`config.mk`:
```
export PLATFORM = sky130hd
export DESIGN_NAME = pwr_mode_seq
export DESIGN_NICKNAME = d
export VERILOG_FILES = /design/src/rtl/pms_pkg.sv /design/src/rtl/pms_phase_timer.sv /design/src/rtl/pms_wake_hold.sv /design/src/rtl/pms_ctrl.sv /design/src/rtl/pms_out_decode.sv /design/src/rtl/pwr_mode_seq.sv
export SDC_FILE = /design/constraint.sdc
export NUM_CORES = 1
export LEC_CHECK = 0
export ABC_AREA = 1
export BUFFER_PORTS_ARGS = -buffer_cell sky130_fd_sc_hd__clkbuf_2
export CAP_MARGIN = 30
export CORE_MARGIN = 10
export CORE_UTILIZATION = 32
export CTS_CLUSTER_SIZE = 12
export DETAILED_ROUTE_END_ITERATION = 7
export RECOVER_POWER = 25
export SLEW_MARGIN = 5
export SYNTH_ARGS = -nofsm -noshare
export SYNTH_HDL_FRONTEND = slang
export SYNTH_HIERARCHICAL = 1
export SYNTH_SLANG_ARGS = --single-unit
export TNS_END_PERCENT = 100
```
`constraint.sdc`:
```
create_clock -name clk -period 2.8 [get_ports clk]
set_input_delay 0.56 -clock clk [delete_from_list [all_inputs] [get_ports clk]]
set_output_delay 0.56 -clock clk [all_outputs]
set_load 0.05 [all_outputs]
```
`src/rtl/pms_pkg.sv`:
```
// Package: shared state encoding, mode codes and phase indices for the
// power-mode sequencer. Assumes the six phase states are contiguous in
// the state enum so that phase decode can be generated by index.
package pms_pkg;

    localparam int NUM_PHASES = 6;

    // Phases occupy ST_FLUSH..ST_BOOT in order; PH_BASE is the first one.
    typedef enum logic [3:0] {
        ST_RUN   = 4'd0,
        ST_IDLE  = 4'd1,
        ST_SLEEP = 4'd2,
        ST_FLUSH = 4'd3,
        ST_PRST  = 4'd4,
        ST_COFF  = 4'd5,
        ST_RAMP  = 4'd6,
        ST_STAB  = 4'd7,
        ST_BOOT  = 4'd8
    } pms_state_e;

    localparam int PH_BASE = 3;

    localparam logic [1:0] MODE_RUN   = 2'd0;
    localparam logic [1:0] MODE_IDLE  = 2'd1;
    localparam logic [1:0] MODE_SLEEP = 2'd2;
    localparam logic [1:0] MODE_TRANS = 2'd3;

    typedef struct packed {
        logic busy;
        logic clk_en;
        logic io_good;
        logic active;
    } pms_status_t;

endpackage

```
`src/rtl/pms_phase_timer.sv`:
```
// Module: single down-counter shared by all timed phases. Assumes the
// controller loads (length-1) on the cycle it enters a phase; done is
// high during the last cycle of that phase.
module pms_phase_timer #(
    parameter int CW = 8
) (
    input  logic          clk,
    input  logic          rst_n,
    input  logic          load,
    input  logic [CW-1:0] load_val,
    output logic          done
);

    logic [CW-1:0] cnt;

    // Purpose: load on phase entry, otherwise count down to zero and hold.
    always_ff @(posedge clk) begin
        if (!rst_n)
            cnt <= '0;
        else if (load)
            cnt <= load_val;
        else if (cnt != '0)
            cnt <= cnt - 1'b1;
    end

    // Purpose: flag the final cycle of the running phase.
    always_comb done = (cnt == '0);

endmodule

```
`src/rtl/pms_wake_hold.sv`:
```
// Module: remembers a wake event seen while the entry sequence runs.
// Assumes clr is pulsed when the controller leaves Sleep for the ramp.
module pms_wake_hold (
    input  logic clk,
    input  logic rst_n,
    input  logic wake,
    input  logic in_entry,
    input  logic clr,
    output logic held
);

    // Purpose: set on wake during entry, clear once the exit starts.
    always_ff @(posedge clk) begin
        if (!rst_n)
            held <= 1'b0;
        else if (clr)
            held <= 1'b0;
        else if (in_entry && wake)
            held <= 1'b1;
    end

endmodule

```
`src/rtl/pms_ctrl.sv`:
```
// Module: mode and phase state machine. Chooses the next state from the
// requests and the phase timer, and loads the timer with the length of
// each phase it enters. Assumes every phase length is at least 1 cycle
// and fits in CW bits.
module pms_ctrl
    import pms_pkg::*;
#(
    parameter int CW        = 8,
    parameter int FLUSH_CYC = 4,
    parameter int PRST_CYC  = 4,
    parameter int COFF_CYC  = 4,
    parameter int RAMP_CYC  = 4,
    parameter int STAB_CYC  = 4,
    parameter int BOOT_CYC  = 4
) (
    input  logic          clk,
    input  logic          rst_n,
    input  logic          req_idle,
    input  logic          req_sleep,
    input  logic          wake,
    input  logic          wake_held,
    input  logic          tmr_done,
    output pms_state_e    state,
    output logic          tmr_load,
    output logic [CW-1:0] tmr_val,
    output logic          in_entry,
    output logic          held_clr
);

    localparam logic [CW-1:0] LD_FLUSH = CW'(FLUSH_CYC - 1);
    localparam logic [CW-1:0] LD_PRST  = CW'(PRST_CYC - 1);
    localparam logic [CW-1:0] LD_COFF  = CW'(COFF_CYC - 1);
    localparam logic [CW-1:0] LD_RAMP  = CW'(RAMP_CYC - 1);
    localparam logic [CW-1:0] LD_STAB  = CW'(STAB_CYC - 1);
    localparam logic [CW-1:0] LD_BOOT  = CW'(BOOT_CYC - 1);

    pms_state_e nxt;

    // Purpose: next-state choice; requests only matter in Run, Idle and Sleep.
    always_comb begin
        nxt = state;
        case (state)
            ST_RUN:   if (req_sleep) nxt = ST_FLUSH;
                      else if (req_idle) nxt = ST_IDLE;
            ST_IDLE:  if (wake) nxt = ST_RUN;
                      else if (req_sleep) nxt = ST_FLUSH;
            ST_SLEEP: if (wake || wake_held) nxt = ST_RAMP;
            ST_FLUSH: if (tmr_done) nxt = ST_PRST;
            ST_PRST:  if (tmr_done) nxt = ST_COFF;
            ST_COFF:  if (tmr_done) nxt = ST_SLEEP;
            ST_RAMP:  if (tmr_done) nxt = ST_STAB;
            ST_STAB:  if (tmr_done) nxt = ST_BOOT;
            ST_BOOT:  if (tmr_done) nxt = ST_RUN;
            default:  nxt = ST_RUN;
        endcase
    end

    // Purpose: pick the timer reload for the state being entered.
    always_comb begin
        case (nxt)
            ST_FLUSH: tmr_val = LD_FLUSH;
            ST_PRST:  tmr_val = LD_PRST;
            ST_COFF:  tmr_val = LD_COFF;
            ST_RAMP:  tmr_val = LD_RAMP;
            ST_STAB:  tmr_val = LD_STAB;
            ST_BOOT:  tmr_val = LD_BOOT;
            default:  tmr_val = '0;
        endcase
        tmr_load = (nxt != state);
    end

    // Purpose: strobes for the wake holder.
    always_comb begin
        in_entry = (state == ST_FLUSH) || (state == ST_PRST) || (state == ST_COFF);
        held_clr = (state == ST_SLEEP) && (nxt == ST_RAMP);
    end

    // Purpose: state register, Run after reset.
    always_ff @(posedge clk) begin
        if (!rst_n)
            state <= ST_RUN;
        else
            state <= nxt;
    end

endmodule

```
`src/rtl/pms_out_decode.sv`:
```
// Module: turns the controller state into the mode code, the one-hot
// phase vector and the clock/power status flags. Purely combinational.
module pms_out_decode
    import pms_pkg::*;
(
    input  pms_state_e             state,
    output logic [1:0]             mode,
    output logic [NUM_PHASES-1:0]  phase_oh,
    output pms_status_t            status
);

    // One decoder bit per phase, indexed from the first phase state.
    for (genvar g = 0; g < NUM_PHASES; g++) begin : g_phase
        assign phase_oh[g] = (state == pms_state_e'(PH_BASE + g));
    end

    // Purpose: mode code and status flags per state.
    always_comb begin
        case (state)
            ST_RUN:   begin mode = MODE_RUN;   status = '{busy:1'b0, clk_en:1'b1, io_good:1'b1, active:1'b1}; end
            ST_IDLE:  begin mode = MODE_IDLE;  status = '{busy:1'b0, clk_en:1'b0, io_good:1'b1, active:1'b0}; end
            ST_SLEEP: begin mode = MODE_SLEEP; status = '{busy:1'b0, clk_en:1'b0, io_good:1'b0, active:1'b0}; end
            ST_FLUSH,
            ST_PRST,
            ST_BOOT:  begin mode = MODE_TRANS; status = '{busy:1'b1, clk_en:1'b1, io_good:1'b1, active:1'b1}; end
            ST_COFF,
            ST_STAB:  begin mode = MODE_TRANS; status = '{busy:1'b1, clk_en:1'b0, io_good:1'b1, active:1'b1}; end
            ST_RAMP:  begin mode = MODE_TRANS; status = '{busy:1'b1, clk_en:1'b0, io_good:1'b0, active:1'b1}; end
            default:  begin mode = MODE_RUN;   status = '{busy:1'b0, clk_en:1'b1, io_good:1'b1, active:1'b1}; end
        endcase
    end

endmodule

```
`src/rtl/pwr_mode_seq.sv`:
```
// Module: top of the power-mode sequencer. Connects the controller, the
// shared phase timer, the wake holder and the output decoder. Phase
// lengths are reference-clock cycle counts (defaults assume 100 MHz:
// 30 us entry phases, 10 ms ramp, 150 ms stabilise, short boot).
module pwr_mode_seq
    import pms_pkg::*;
#(
    parameter int FLUSH_CYC = 3000,
    parameter int PRST_CYC  = 3000,
    parameter int COFF_CYC  = 3000,
    parameter int RAMP_CYC  = 1000000,
    parameter int STAB_CYC  = 15000000,
    parameter int BOOT_CYC  = 64
) (
    input  logic       clk,
    input  logic       rst_n,
    input  logic       req_idle,
    input  logic       req_sleep,
    input  logic       wake,
    output logic [1:0] mode,
    output logic [5:0] phase_oh,
    output logic       busy,
    output logic       cpu_clk_en,
    output logic       io_pwr_good,
    output logic       active_pwr
);

    localparam int MAX_A   = (FLUSH_CYC > PRST_CYC) ? FLUSH_CYC : PRST_CYC;
    localparam int MAX_B   = (COFF_CYC > RAMP_CYC) ? COFF_CYC : RAMP_CYC;
    localparam int MAX_C   = (STAB_CYC > BOOT_CYC) ? STAB_CYC : BOOT_CYC;
    localparam int MAX_AB  = (MAX_A > MAX_B) ? MAX_A : MAX_B;
    localparam int MAX_ALL = (MAX_AB > MAX_C) ? MAX_AB : MAX_C;
    localparam int CW      = (MAX_ALL > 1) ? $clog2(MAX_ALL) : 1;

    pms_state_e    state;
    logic          tmr_load;
    logic [CW-1:0] tmr_val;
    logic          tmr_done;
    logic          in_entry;
    logic          held_clr;
    logic          wake_held;
    pms_status_t   status;

    pms_ctrl #(
        .CW(CW), .FLUSH_CYC(FLUSH_CYC), .PRST_CYC(PRST_CYC), .COFF_CYC(COFF_CYC),
        .RAMP_CYC(RAMP_CYC), .STAB_CYC(STAB_CYC), .BOOT_CYC(BOOT_CYC)
    ) u_ctrl (
        .clk(clk), .rst_n(rst_n), .req_idle(req_idle), .req_sleep(req_sleep),
        .wake(wake), .wake_held(wake_held), .tmr_done(tmr_done), .state(state),
        .tmr_load(tmr_load), .tmr_val(tmr_val), .in_entry(in_entry), .held_clr(held_clr)
    );

    pms_phase_timer #(.CW(CW)) u_timer (
        .clk(clk), .rst_n(rst_n), .load(tmr_load), .load_val(tmr_val), .done(tmr_done)
    );

    pms_wake_hold u_hold (
        .clk(clk), .rst_n(rst_n), .wake(wake), .in_entry(in_entry),
        .clr(held_clr), .held(wake_held)
    );

    pms_out_decode u_dec (
        .state(state), .mode(mode), .phase_oh(phase_oh), .status(status)
    );

    // Purpose: expose the decoded status flags on the ports.
    always_comb begin
        busy        = status.busy;
        cpu_clk_en  = status.clk_en;
        io_pwr_good = status.io_good;
        active_pwr  = status.active;
    end

endmodule

```
======== Word level (Yosys, flattened, before mapping) ========
Memory sizes are Yosys's and may differ from the RTL's. A register that Yosys moved wholly into a read port is not among the register bits.
Cells that the tools add are included.
cells by class
  $add $sub $neg .......................... 1
  eq/ne operators ......................... 15
  multiplexer cells ....................... 16
  bitwise logic cells ..................... 1
  reduce and logical (&&, ||, !) cells .... 11
operators by type and width
  kind                                                                   count
  24-bit case mux with 4 select lines                                    1
  24-bit 2-to-1 mux                                                      2
  4-bit 2-to-1 mux                                                       12
  4-bit case mux with 9 select lines                                     1
  4-bit by 3-bit == test with 1-bit output (second input constant)       8
  24-bit logical NOT                                                     1
  24-bit nonzero test                                                    1
  24-bit by 1-bit subtractor with 24-bit output (second input constant)  1
  4-bit by 2-bit == test with 1-bit output (second input constant)       3
  4-bit == test (second input constant)                                  2
  4-bit by 1-bit == test with 1-bit output (second input constant)       1
  4-bit logical NOT                                                      1
  4-bit inequality test                                                  1
  1-bit logical OR                                                       3
  3-bit OR reduction                                                     1
  1-bit logical AND                                                      2
  2-bit nonzero test                                                     1
  2-bit OR reduction                                                     1
  1-bit NOT                                                              1
storage, ports and cells
  flip-flop bits (word level) ............. 29
  bits in read-only memories .............. 96
  input port bits ......................... 5
  logic and storage cells ................. 48
  memories ................................ 1
memory list
  memory            words  bits a word  read ports  clocked after memory_dff  wr ports  RTL line              RTL
  (name not given)  16     6            1           1                         0         pms_out_decode.sv:19  case (state)

======== Depth between registers and ports, before layout ========
  depth in word-level cells ............... 7
  depth in mapped cells ................... 21
  gate-level depth less buffers ........... 19

======== Hierarchy ========
The synthesis kept the hierarchy.
modules (own cells, without submodules)
  module           instances  cells an instance  area an instance (sq um)
  pms_phase_timer  1          277                1774.2
  pms_ctrl         1          102                601.8
  pms_out_decode   1          31                 165.2
  pms_wake_hold    1          6                  43.8

======== Least setup slack after synthesis ========
Ideal clock, no wire load.
  kind .................................... register -> register
  start ................................... reg u_timer.cnt[0]
  end ..................................... reg u_timer.cnt[1]
  setup time .............................. 0.120 ns
  arrival time ............................ 2.344 ns
  required time ........................... 2.680 ns
  setup slack ............................. 0.336 ns
  stages on the path, launching flop included .. 20
  buffers on the path ..................... 2
  cells stage by stage .................... dfxtp_1 inv_1 ha_1 nand3_1 nor2_2 nand3_4 inv_1 inv_1 nand3_1 nand2_1 nor2_2 nor2_1 nor2_1 nand2_1 buf_2 inv_1 buf_2 nand4_1 o21ai_0 a21oi_1
on the way
  elaborated cells between the ends (all ways) .. 22
  those cells by class .................... 1 x add/sub; 7 x eq/ne; 10 x mux; 4 x reduce/logical
RTL lines
  element                                                  RTL line               RTL
  start, declared                                          pms_phase_timer.sv:14  logic [CW-1:0] cnt;
  start signal, assigned                                   pms_phase_timer.sv:21  cnt <= load_val;
  start signal, assigned                                   pms_phase_timer.sv:23  cnt <= cnt - 1'b1;
  24-bit logical NOT (*)                                   pms_phase_timer.sv:27  always_comb done = (cnt == '0);
  named net tmr_done                                       pwr_mode_seq.sv:38     logic tmr_done;
  4-bit 2-to-1 mux, or another cell as far along           pms_ctrl.sv:53         ST_BOOT: if (tmr_done) nxt = ST_RUN;
  4-bit case mux with 9 select lines (*)                   pms_ctrl.sv:42         case (state)
  4-bit inequality test (*)                                pms_ctrl.sv:69         tmr_load = (nxt != state);
  named net tmr_load                                       pwr_mode_seq.sv:36     logic tmr_load;
  24-bit 2-to-1 mux or 2-bit nonzero test (tied branches)  -
The timed path passes the listed nets; every way through them passes the cells marked *. The select of a mux whose other input is x is not followed.
A chain may end at the register's enable or synchronous reset.

======== Worst setup path in the final report ========
  start ................................... reg u_timer.cnt[1]
  end ..................................... reg u_timer.cnt[0]
on the way
  longest elaborated chain between the ends .. 7
  elaborated cells between the ends (all ways) .. 20
  those cells by class .................... 7 x eq/ne; 9 x mux; 4 x reduce/logical
ends and longest elaborated chain
  element                                                                                               RTL line               RTL
  24-bit logical NOT (*)                                                                                pms_phase_timer.sv:27
  named net tmr_done                                                                                    pwr_mode_seq.sv:38
  4-bit 2-to-1 mux, or another cell as far along                                                        pms_ctrl.sv:53
  4-bit case mux with 9 select lines (*)                                                                pms_ctrl.sv:42
  4-bit by 2-bit == test with 1-bit output or 4-bit by 3-bit == test with 1-bit output (tied branches)  pms_ctrl.sv:60         case (nxt)
  3-bit OR reduction (no source line)                                                                   -
  24-bit case mux with 4 select lines (*)                                                               pms_ctrl.sv:60
  named net tmr_val[0]                                                                                  pwr_mode_seq.sv:37     logic [CW-1:0] tmr_val;
  24-bit 2-to-1 mux (*)                                                                                 pms_phase_timer.sv:20  else if (load)
The timed path passes the listed nets; every way through them passes the cells marked *.

==> impl_metrics.ini <==
[floorplan]
die-area_um2 = 12070
start_util_pct = 33.11
ios = 17
num_rows = 32
die_x_um = 109.9
dieHeight_um = 109.9
core-area_um2 = 7807

[sta]
finalSetupViolCount = 0
rsz0062_at_grt = false
fin_skew_ns = 0.007610
maxSlewHeadroom_pct = 43.13
period_needed_ns = 2.494
layout_setup_ws_ns = 0.3059
timing.setup.tns_ns = 0
hold-worst-slack_ns = 0.4683
period_share_pct = 89.07
hold_viol = 0
max_freq_ghz = 0.4010
tightestPinTransition_ns = 0.8521
drv_slew = 0

[routing]
viasPerCell = 4.645
drtPass1Iterations = 5
wire_per_inst_um = 11.69
drt_wl_total_mm = 6.124
vias = 2434
drc = 0
antenna_left = 0
drtIter0Drc = 139

[worst_setup_path]
crit_family = simple AND/OR/NAND/NOR gates
worst_ep_required_time_ns = 2.94
startpoint = u_timer/cnt[1]$_SDFFE_PN0P_
path_cells = inv_1 -> ha_1 -> nand3_1 -> nor2_2 -> nand3_4 -> inv_2 -> nand2_1 -> nand2_2 -> nand3_1 -> inv_2 -> nor2_8 -> nor2_1 -> nand3_1 -> nand2_1 -> o21ai_0 -> nand2_1 -> a21oi_1
r2r-start = u_timer/cnt[1]$_SDFFE_PN0P_
cpPeakStageDelay_ns = 0.33
crit_path_start_kind = flip-flop
crit_arrival_ns = 2.63
crit_type = reg -> reg
path_buf_inv = 3
crit_path_max_fanout = 5
endpoint_kind = flip-flop
crit_slowest_cell = dfxtp_1

[global_routing]
first_global_vias = 2288
track_usage_pct = 10.74
grt_max_degree = 25
grt-ovfl-total = 0
antenna_found_initial = 0
grt_pass1_wl_mm = 10.57

[synthesis]
netlist_instances = 416
synth.distinct_cells = 34
yosys_warnings = 6
synth_edf_count = 0
synth_most_common_cell = nand2_1
seq_area_frac_synth_pct = 22.46
ys_ff_latch = 29
async_flop_share_pct = 0
synth_top_cells_by_count = nand2_1, nor2_1, inv_1
netlist_area_um2 = 2585
avgSynthCellArea_um2 = 6.214
synth_area_leader_cell = dfxtp_1
synth_flop_cell = dfxtp_1
synth_top_area_share_pct = 22.46
synth_area_leaders = dfxtp_1, nand2_1, nor2_1, inv_1, nand3_1

[clocking]
clockRootBuffer = clkbuf_8
clkTransAtPathRegs_ns = 0.07
insertion_delay_ns = 0.28
numCtsBuffers = 5
cts_tree = yes
cts_sinks = 29
holdBufCountCts = 0
clock_path_buffers = 2
cts.htree.levels = 2

[power]
max-vdd-ir-drop_v = 0.0004348
power.leakage_nw = 1.346
power_density_nw_per_um2 = 1085

[final_layout]
final_nets = 432
layout-drive-gt1-share_pct = 21.33
antenna_cells = 0
area_growth_pct = 6.825
fin_cells = 524

[placed_design]
gp_congestion = 0.8882
numPlacedInstances = 515
pre_cts_slack_ns = 0.1015
port_buffers = 16
post-dp-hpwl_mm = 4.767

[worst_hold_path]
hold_path_class = reg -> reg
hold_start = u_hold/held$_SDFFE_PP0P_

[outcome]
status = finished clean

[job]
cap_violations = 0
==> state kept, by name, summed over array words and instances, names as in the netlist <==
signal and flops:
u_timer/cnt 24, u_ctrl/state 4, u_hold/held 1
==> cells by family after synthesis <==
group	count (synthesis)	synth area share, %
simple gates	252	47.63
buf+inv	85	15.88
compound gates	37	8.955
flops	29	22.46
xor+xnor	6	2.033
fa+ha+maj	6	2.904
other cells	1	0.1451
==> worst paths after layout <==
path / depth (start not counted) / slack, ns / endpoint
min: 2 / 0.47 / u_hold/held$_SDFFE_PP0P_
max: 17 / 0.31 / u_timer/cnt[0]$_SDFFE_PN0P_
max reg2reg: 17 / 0.31 / u_timer/cnt[0]$_SDFFE_PN0P_
min reg2reg: 2 / 0.47 / u_hold/held$_SDFFE_PP0P_
==> worst min-delay path, stage by stage (launching register included) <==
cell and delay, ns:
dfxtp_1 0.31, inv_1 0.06, a21oi_2 0.05
==> final cells by class <==
type                            count  area (um^2)
Fill cell                         846         5046
Tap cell                          102        127.6
Timing Repair Buffer               20        111.4
Sequential cell                    29        580.6
Clock inverter                      1        5.005
Inverter                           60        235.2
Clock buffer                        7        96.34
Multi-Input combinational cell    305         1605
==> layout by cell type (no fill, tap or decap), drive strengths merged <==
cell    Yosys  routed
nand4      11      11
clkbuf      4      23
nand2     124     124
dfxtp      29      29
nand3      37      37
a21oi      19      19
xor2        3       3
o22ai       1       1
and2        1       1
o21ai      11      11
or2         1       1
inv        60      60
buf        21       4
ha          6       6
nor3        3       3
conb        1       4
clkinv      0       1
o221ai      1       1
xnor2       3       3
a31oi       1       1
o21a        4       4
nor2       75      75
==> what timing repair did <==
item / CTS / global route
gates resized for setup: 0 / 12
setup endpoints to repair: 0 / 23
buffers inserted: 0 / 1
==> routing by layer <==
layer	share of wire (%)	track usage, %	vias to the layer above
met2	47	17.74	44
li1	-	-	1290
met4	0.78	3.717	0
met3	4.9	2.399	4
met1	47	13.40	1096
met5	0	0	-
==> power by group <==
part | internal [mW] | switching [mW]
clock network | 0.222 | 0.167
registers | 0.521 | 0.147
logic | 0.632 | 1.31
total | 1.38 | 1.62
==> metrics by stage <==
step,power [mW],area (um^2),utilization (%)
after floorplan,2.307,2596,-
after global placement,2.557,2644,33.86
after detailed placement,2.568,2644,33.86
after CTS,2.969,2745,35.16
after global routing,3.289,2761,35.37
final,2.997,2761,35.37
(Power assumes the default switching activity.)
